`src/rtl/lbd_pkg.sv`:
```
package lbd_pkg;

  // True when the low 'len' bits of hist equal some rotation of the code.
  function automatic logic is_rotation(input logic [7:0] hist,
                                       input logic [7:0] code,
                                       input int len);
    logic [7:0] mask;
    logic [7:0] rot;
    logic       hit;
    mask = '0;
    for (int i = 0; i < 8; i++)
      if (i < len) mask[i] = 1'b1;
    hit = 1'b0;
    for (int r = 0; r < 8; r++) begin
      if (r < len) begin
        rot = ((code << r) | (code >> (len - r))) & mask;
        if ((hist & mask) == rot) hit = 1'b1;
      end
    end
    return hit;
  endfunction

endpackage

```
`src/rtl/lbd_window_timer.sv`:
```
module lbd_window_timer #(
  parameter int WIN_BITS = 51200,
  localparam int CW = $clog2(WIN_BITS)
) (
  input  logic          clk,
  input  logic          rst_n,
  input  logic          bit_take,
  output logic          win_last,
  output logic [CW-1:0] win_cnt
);

  assign win_last = bit_take && (win_cnt == CW'(WIN_BITS - 1));

  always_ff @(posedge clk) begin
    if (!rst_n)        win_cnt <= '0;
    else if (win_last) win_cnt <= '0;
    else if (bit_take) win_cnt <= win_cnt + 1'b1;
  end

endmodule

```
`src/rtl/lbd_code_track.sv`:
```
module lbd_code_track
  import lbd_pkg::*;
#(
  parameter int         CODE_LEN = 5,
  parameter logic [7:0] CODE     = 8'h01,
  parameter int         ERR_LIM  = 512,
  localparam int EW = $clog2(ERR_LIM + 1)
) (
  input  logic clk,
  input  logic rst_n,
  input  logic bit_take,
  input  logic bit_in,
  input  logic win_last,
  output logic miss,
  output logic det
);

  logic [CODE_LEN-1:0] hist;
  logic [CODE_LEN-1:0] hist_nx;
  logic [EW-1:0]       err_cnt;
  logic [EW-1:0]       err_sum;

  assign hist_nx = {hist[CODE_LEN-2:0], bit_in};
  assign miss    = bit_take && !is_rotation(8'(hist_nx), CODE, CODE_LEN);

  // saturating count of errored bits in the current window
  assign err_sum = (miss && err_cnt != EW'(ERR_LIM)) ? err_cnt + 1'b1 : err_cnt;

  always_ff @(posedge clk) begin
    if (!rst_n) begin
      hist    <= '0;
      err_cnt <= '0;
      det     <= 1'b0;
    end else begin
      if (bit_take) hist <= hist_nx;
      if (win_last) begin
        det     <= (err_sum < EW'(ERR_LIM));
        err_cnt <= '0;
      end else if (bit_take) begin
        err_cnt <= err_sum;
      end
    end
  end

endmodule

```
`src/rtl/inband_loop_detector.sv`:
```
module inband_loop_detector #(
  parameter int         WIN_BITS   = 51200,
  parameter int         ERR_LIM    = 512,
  parameter int         ACT_LEN    = 5,
  parameter logic [7:0] ACT_CODE   = 8'h01,
  parameter int         DEACT_LEN  = 3,
  parameter logic [7:0] DEACT_CODE = 8'h01
) (
  input  logic clk,
  input  logic rst_n,
  input  logic bit_en,
  input  logic bit_in,
  input  logic frm_aligned,
  input  logic frm_bit,
  input  logic prbs_sel,
  input  logic prbs_ok,
  output logic act_stat,
  output logic deact_stat,
  output logic chg_irq
);

  localparam int CW = $clog2(WIN_BITS);

  logic          frame_skip;
  logic          bit_take;
  logic          win_last;
  logic [CW-1:0] win_cnt;
  logic          win_zero;
  logic          act_miss, deact_miss;
  logic          act_det, deact_det;
  logic          act_nx;

  assign frame_skip = bit_en && frm_aligned && frm_bit;
  assign bit_take   = bit_en && !frame_skip;
  assign win_zero   = (win_cnt == '0);

  lbd_window_timer #(.WIN_BITS(WIN_BITS)) u_win (
    .clk(clk), .rst_n(rst_n), .bit_take(bit_take),
    .win_last(win_last), .win_cnt(win_cnt)
  );

  lbd_code_track #(.CODE_LEN(ACT_LEN), .CODE(ACT_CODE), .ERR_LIM(ERR_LIM)) u_act (
    .clk(clk), .rst_n(rst_n), .bit_take(bit_take), .bit_in(bit_in),
    .win_last(win_last), .miss(act_miss), .det(act_det)
  );

  lbd_code_track #(.CODE_LEN(DEACT_LEN), .CODE(DEACT_CODE), .ERR_LIM(ERR_LIM)) u_deact (
    .clk(clk), .rst_n(rst_n), .bit_take(bit_take), .bit_in(bit_in),
    .win_last(win_last), .miss(deact_miss), .det(deact_det)
  );

  assign act_nx = prbs_sel ? prbs_ok : act_det;

  always_ff @(posedge clk) begin
    if (!rst_n) begin
      act_stat   <= 1'b0;
      deact_stat <= 1'b0;
      chg_irq    <= 1'b0;
    end else begin
      act_stat   <= act_nx;
      deact_stat <= deact_det;
      chg_irq    <= (act_nx != act_stat) || (deact_det != deact_stat);
    end
  end

endmodule

```
`config.mk`:
```
export PLATFORM = sky130hd
export DESIGN_NAME = inband_loop_detector
export DESIGN_NICKNAME = d
export VERILOG_FILES = /design/src/rtl/lbd_pkg.sv /design/src/rtl/lbd_window_timer.sv /design/src/rtl/lbd_code_track.sv /design/src/rtl/inband_loop_detector.sv
export SDC_FILE = /design/constraint.sdc
export NUM_CORES = 1
export LEC_CHECK = 0
export ABC_AREA = 1
export BUFFER_PORTS_ARGS = -buffer_cell sky130_fd_sc_hd__buf_2
export CAP_MARGIN = 40
export CORE_ASPECT_RATIO = 0.9
export CORE_MARGIN = 3
export CORE_UTILIZATION = 55
export DETAILED_ROUTE_END_ITERATION = 10
export PLACE_DENSITY_LB_ADDON = 0.12
export RECOVER_POWER = 25
export SLEW_MARGIN = 0
export SYNTH_ARGS = -nofsm -noshare
export SYNTH_HDL_FRONTEND = slang
export SYNTH_SLANG_ARGS = --single-unit
export TNS_END_PERCENT = 100
```
`constraint.sdc`:
```
create_clock -name clk -period 1.8 [get_ports clk]
set_input_delay 0.36 -clock clk [delete_from_list [all_inputs] [get_ports clk]]
set_output_delay 0.36 -clock clk [all_outputs]
set_load 0.03 [all_outputs]
```
# Word level (Yosys, flattened, before mapping)

Cells that the tools add are included.

Flip-flop bits (word level): 47
Bits of input ports: 8
Output and inout bits: 3
Logic and storage cells: 53

Add/subtract/negate cells: 3
Order comparisons: 2
Eq/ne operators: 13
Multiplexer cells: 11
Bitwise gates (word level): 1
Reduce and logical (&&, ||, !) cells: 13

Operators with widths:

| cell                    | count |
|---|---|
| $add A10 B1 Y10 const B | 2 |
| $lt A10 B10 Y1 const B  | 2 |
| $mux W10                | 2 |
| $ne A10 B10 Y1 const B  | 2 |
| $add A16 B1 Y16 const B | 1 |
| $eq A16 B16 Y1 const B  | 1 |
| $mux W1                 | 9 |
| $logic_and A1 B1 Y1     | 8 |
| $eq A5 B1 Y1 const B    | 1 |
| $eq A5 B2 Y1 const B    | 1 |
| $eq A5 B3 Y1 const B    | 1 |
| $eq A5 B4 Y1 const B    | 1 |
| $eq A5 B5 Y1 const B    | 1 |
| $eq A3 B1 Y1 const B    | 1 |
| $eq A3 B2 Y1 const B    | 1 |
| $eq A3 B3 Y1 const B    | 1 |
| $logic_not A1 Y1        | 3 |
| $ne A1 B1 Y1            | 2 |
| $reduce_or A2 Y1        | 1 |
| $logic_or A1 B1 Y1      | 1 |
| $not A1 Y1              | 1 |

# Depth between registers and ports, before layout

Depth after elaboration: 11
Gate-level depth with buffers: 10
Mapped depth without buffers: 10

# By module

From an unflattened synthesis, not the netlist that was laid out.

Cell total of the unflattened synthesis: 385
Area, all modules: 2,590.0 sq um

By module, submodules not included:

| module                    | instances | cells each | area each (sq um) |
|---|---|---|---|
| lbd_window_timer          | 1         | 113        | 822.0 |
| lbd_code_track at u_act   | 1         | 126        | 818.3 |
| lbd_code_track at u_deact | 1         | 121        | 778.2 |
| inband_loop_detector      | 1         | 25         | 171.4 |

# Least setup slack after synthesis

Ideal clock, no wire load.

Path type: register to register
From: register u_win.win_cnt[0]
To: register u_win.win_cnt[11]
Setup time: 0.115 ns
Arrival: 1.337 ns
Slack: 0.349 ns
Cell stages (with the launch flop): 10
Buffers on the path: 1
Clock period less this slack: 1.451 ns
Cell sequence: dfxtp_1 -> ha_1 -> inv_1 -> nor2_1 -> nand2_1 -> nor2_4 -> nand3_4 -> nand2_4 -> buf_6 -> nor2_1

Longest elaborated chain between the ends: 3

Ends and longest elaborated chain:

| what                                                    | line                   | RTL |
|---|---|---|
| start, declared                                         | lbd_window_timer.sv:9  | `output logic [CW-1:0] win_cnt` |
| start signal, assigned                                  | lbd_window_timer.sv:17 | `else if (bit_take) win_cnt <= win_cnt + 1'b1;` |
| branches (longest 3 deep; another with $add A16 B1 Y16) | -                      |  |

Parallel ways; which one is timed is not known.
A chain may end at the register's enable or synchronous reset.

# Final worst setup path

From: register u_win.win_cnt[0]
To: register u_act.err_cnt[0]

Longest elaborated chain between the ends: 3

Ends and longest elaborated chain:

| what                              | line                   | RTL |
|---|---|---|
| $eq A16 B16 Y1                    | lbd_window_timer.sv:12 | `assign win_last = bit_take && (win_cnt == CW'(WIN_BITS - 1));` |
| $logic_and A1 B1 Y1               | lbd_window_timer.sv:12 |  |
| $reduce_or A2 Y1 (no source line) | -                      |  |
| end signal, assigned              | lbd_code_track.sv:40   | `err_cnt <= err_sum;` |
| end, declared                     | lbd_code_track.sv:20   | `logic [EW-1:0] err_cnt;` |

Every way passes these cells.

==> results.cfg <==
[yosys]
ys_seq_area_share_pct = 36.5
ys_seq_elements = 45
synth-warning-count = 0
avgSynthCellArea_um2 = 6.70
netlist_area_mm2 = 0.00247
syn_inst = 368
syn-num-nets = 381
synthDistinctLibCells = 26

[cts]
clk-insertion-delay-late_ns = 0.31
numCtsBuffers = 5
post-cts-setup-buffer-count = 0
clk_pin_slew_ns = 0.08
ctsLongestPathBuffers = 2
cts_sinks = 45
htree_num_levels = 2
cts_root_buf = clkbuf_8
cts_tree = yes

[final_layout]
syn2layout_area_growth_pct = 8.77
stdcell_count = 446
antennaDiodeCount = 0
drive_gt1_share_pct = 9.33
nets = 399

[sta]
max_slew.worst_pin.slew_ns = 0.384
setup_viol = 0
period_needed_ns = 1.58
slew_headroom_pct = 74.4
hold_viol_final = 0
fmaxAchievable_ghz = 0.635
rsz0062_at_grt = false
finalSetupTns_ns = 0
drv_slew = 0
finClkSkew_ns = 0.0133
finalCritPeriodShare_pct = 87.5

[placed_design]
post-place-cells = 439
hpwl_um = 3580
gp_congestion = 0.847
io_buffer_count = 10

[pwr]
cellPowerDensity_mw_per_mm2 = 704
fin_total_pwr_mw = 1.89
cellLeakagePower_nw = 1.11
max-vdd-ir-drop_mv = 0.457

[grt]
grt_pass1_vias = 2046
gr-total-overflow = 0
grt_pass1_wl_um = 8700
grt_max_degree = 35
antenna_found_initial = 0
track_usage_pct = 20.0

[worst_setup_path]
setup.worst_path.start_class = flip-flop
worstPathArrival_ns = 1.76
worst_setup_path_end_kind = flip-flop
required_ns = 1.99
critPathKind = flip-flop to flip-flop
ff2ff_setup_slack_ns = 0.22
path_max_fanout = 34

[run_status]
status = finished clean

[hold_path]
min_path_type = input port to flip-flop

[floorplan]
core_area_mm2 = 0.00421
dieArea_mm2 = 0.00533
start_util_pct = 58.6
die_w_um = 76.6
core.rowCount = 22
io_pins = 11
die_h_um = 69.5

[route]
ant_nets = 0
first_pass_iters = 4
avgViaCountPerCell = 4.90
wl_um = 4880
wl_per_cell_um = 10.9
drc_errors = 0
vias = 2184
first_iter_violations = 198

[flow_run]
cap_violations = 0
synthesized netlist by cell type (all sizes together):
| cell | instances | share of area, % |
|---|---|---|
| buf | 7 | 2.2 |
| nor3 | 4 | 0.81 |
| o21ai | 7 | 1.4 |
| nand3 | 33 | 7.4 |
| nand4 | 6 | 1.5 |
| a31oi | 1 | 0.25 |
| dfxtp | 45 | 37 |
| a21oi | 25 | 5.1 |
| nand2 | 110 | 17 |
| clkbuf | 2 | 0.30 |
| nor2 | 56 | 9.7 |
| ha | 5 | 2.5 |
| inv | 43 | 6.5 |
| mux2i | 1 | 0.41 |
| or2 | 2 | 0.51 |
| xnor2 | 6 | 2.1 |
| xor2 | 15 | 5.3 |
sequential cells by signal, summed over array words and instances, names as in the netlist, named ones only:
register / count
u_act.det: 1
u_deact.det: 1
u_act.err_cnt: 9
u_deact.err_cnt: 10
chg_irq: 1
u_act.hist: 4
deact_stat: 1
act_stat: 1
u_win.win_cnt: 16
cell type report:
cell class                      instances  area [µm²]
Clock buffer                            6        82.6
Clock inverter                          1        7.51
Fill cell                             402        1530
Inverter                               43         161
Multi-Input combinational cell        271        1340
Sequential cell                        45         901
Tap cell                               60        75.1
Timing Repair Buffer                   20         114
kinds of logic after synthesis:
group	after synthesis	synth area share (%)
xor gates and xnor gates	21	7.45
muxes	1	0.406
AOI/OAI and AO/OA	33	6.74
adders and majority gates	5	2.54
and+or+nand+nor	211	37.3
DFF	45	36.5
buffers and inverters	52	9.03
path summary, 6_finish.rpt:
kind         depth (start not counted)                            end                          start
max                                  8  u_act.err_cnt[0]$_SDFFE_PP0P_  u_win.win_cnt[0]$_SDFFE_PP0P_
min                                  3            act_stat$_SDFF_PN0_                        prbs_ok
max reg2reg                          8  u_act.err_cnt[0]$_SDFFE_PP0P_  u_win.win_cnt[0]$_SDFFE_PP0P_
min reg2reg                          2          deact_stat$_SDFF_PN0_       u_deact.det$_SDFFE_PN0P_
metrics by stage:
stage	hold slack (ns)	utilization [%]	setup slack (ns)	instance area, µm²
after floorplan	0.425	-	0.349	2470
after global placement	0.446	61.9	0.159	2610
after detailed placement	0.445	61.9	0.0993	2610
after CTS	0.332	64.0	0.134	2700
after global routing	0.337	63.7	0.0313	2680
final	0.332	63.7	0.225	2680
critical path, cell delays in order (launching register included):
cell and delay (ns):
dfxtp_1 0.40, ha_1 0.16, inv_1 0.03, nor2_1 0.15, nand2_1 0.15, nor2_4 0.12, nand3_2 0.13, nand2_8 0.22
a21oi_1 0.07
power by group:
part / leakage (nW) / switching [mW] / internal (mW)
Combinational: 0.700 / 0.140 / 0.0726
Sequential: 0.364 / 0.0197 / 1.02
Clock: 0.0433 / 0.337 / 0.303
Total: 1.11 / 0.496 / 1.39
placed cells by master, fill, tap and decap left out, types with 2 or more instances in the layout:
master    count
ha_1          5
nand4_1       6
nand3_2       2
nor2_1       50
nor2_4        3
or2_2         2
nor3_1        4
buf_2         7
nand2_1     107
o21ai_0       6
xnor2_1       6
clkbuf_8      6
nand3_1      31
nor2_2        3
xor2_1       15
dfxtp_1      45
buf_4         8
inv_1        42
clkbuf_1      5
nand2_2       2
a21oi_1      25
layer usage:
layer / up-vias / track usage (%) / part of all wire (%)
li1: 1184 / - / -
met1: 968 / 25.5 / 48
met2: 28 / 33.2 / 47
met3: 4 / 5.45 / 4.0
met4: 0 / 6.04 / 1.0
met5: - / 0 / 0
what timing repair did:
item / CTS / global route
hold buffers: 0 / 0
endpoints found under the setup margin: 0 / 34
resized for setup: 0 / 1
endpoints found under the hold margin: 0 / 0
Note: power is estimated with default switching activity, not from simulation.
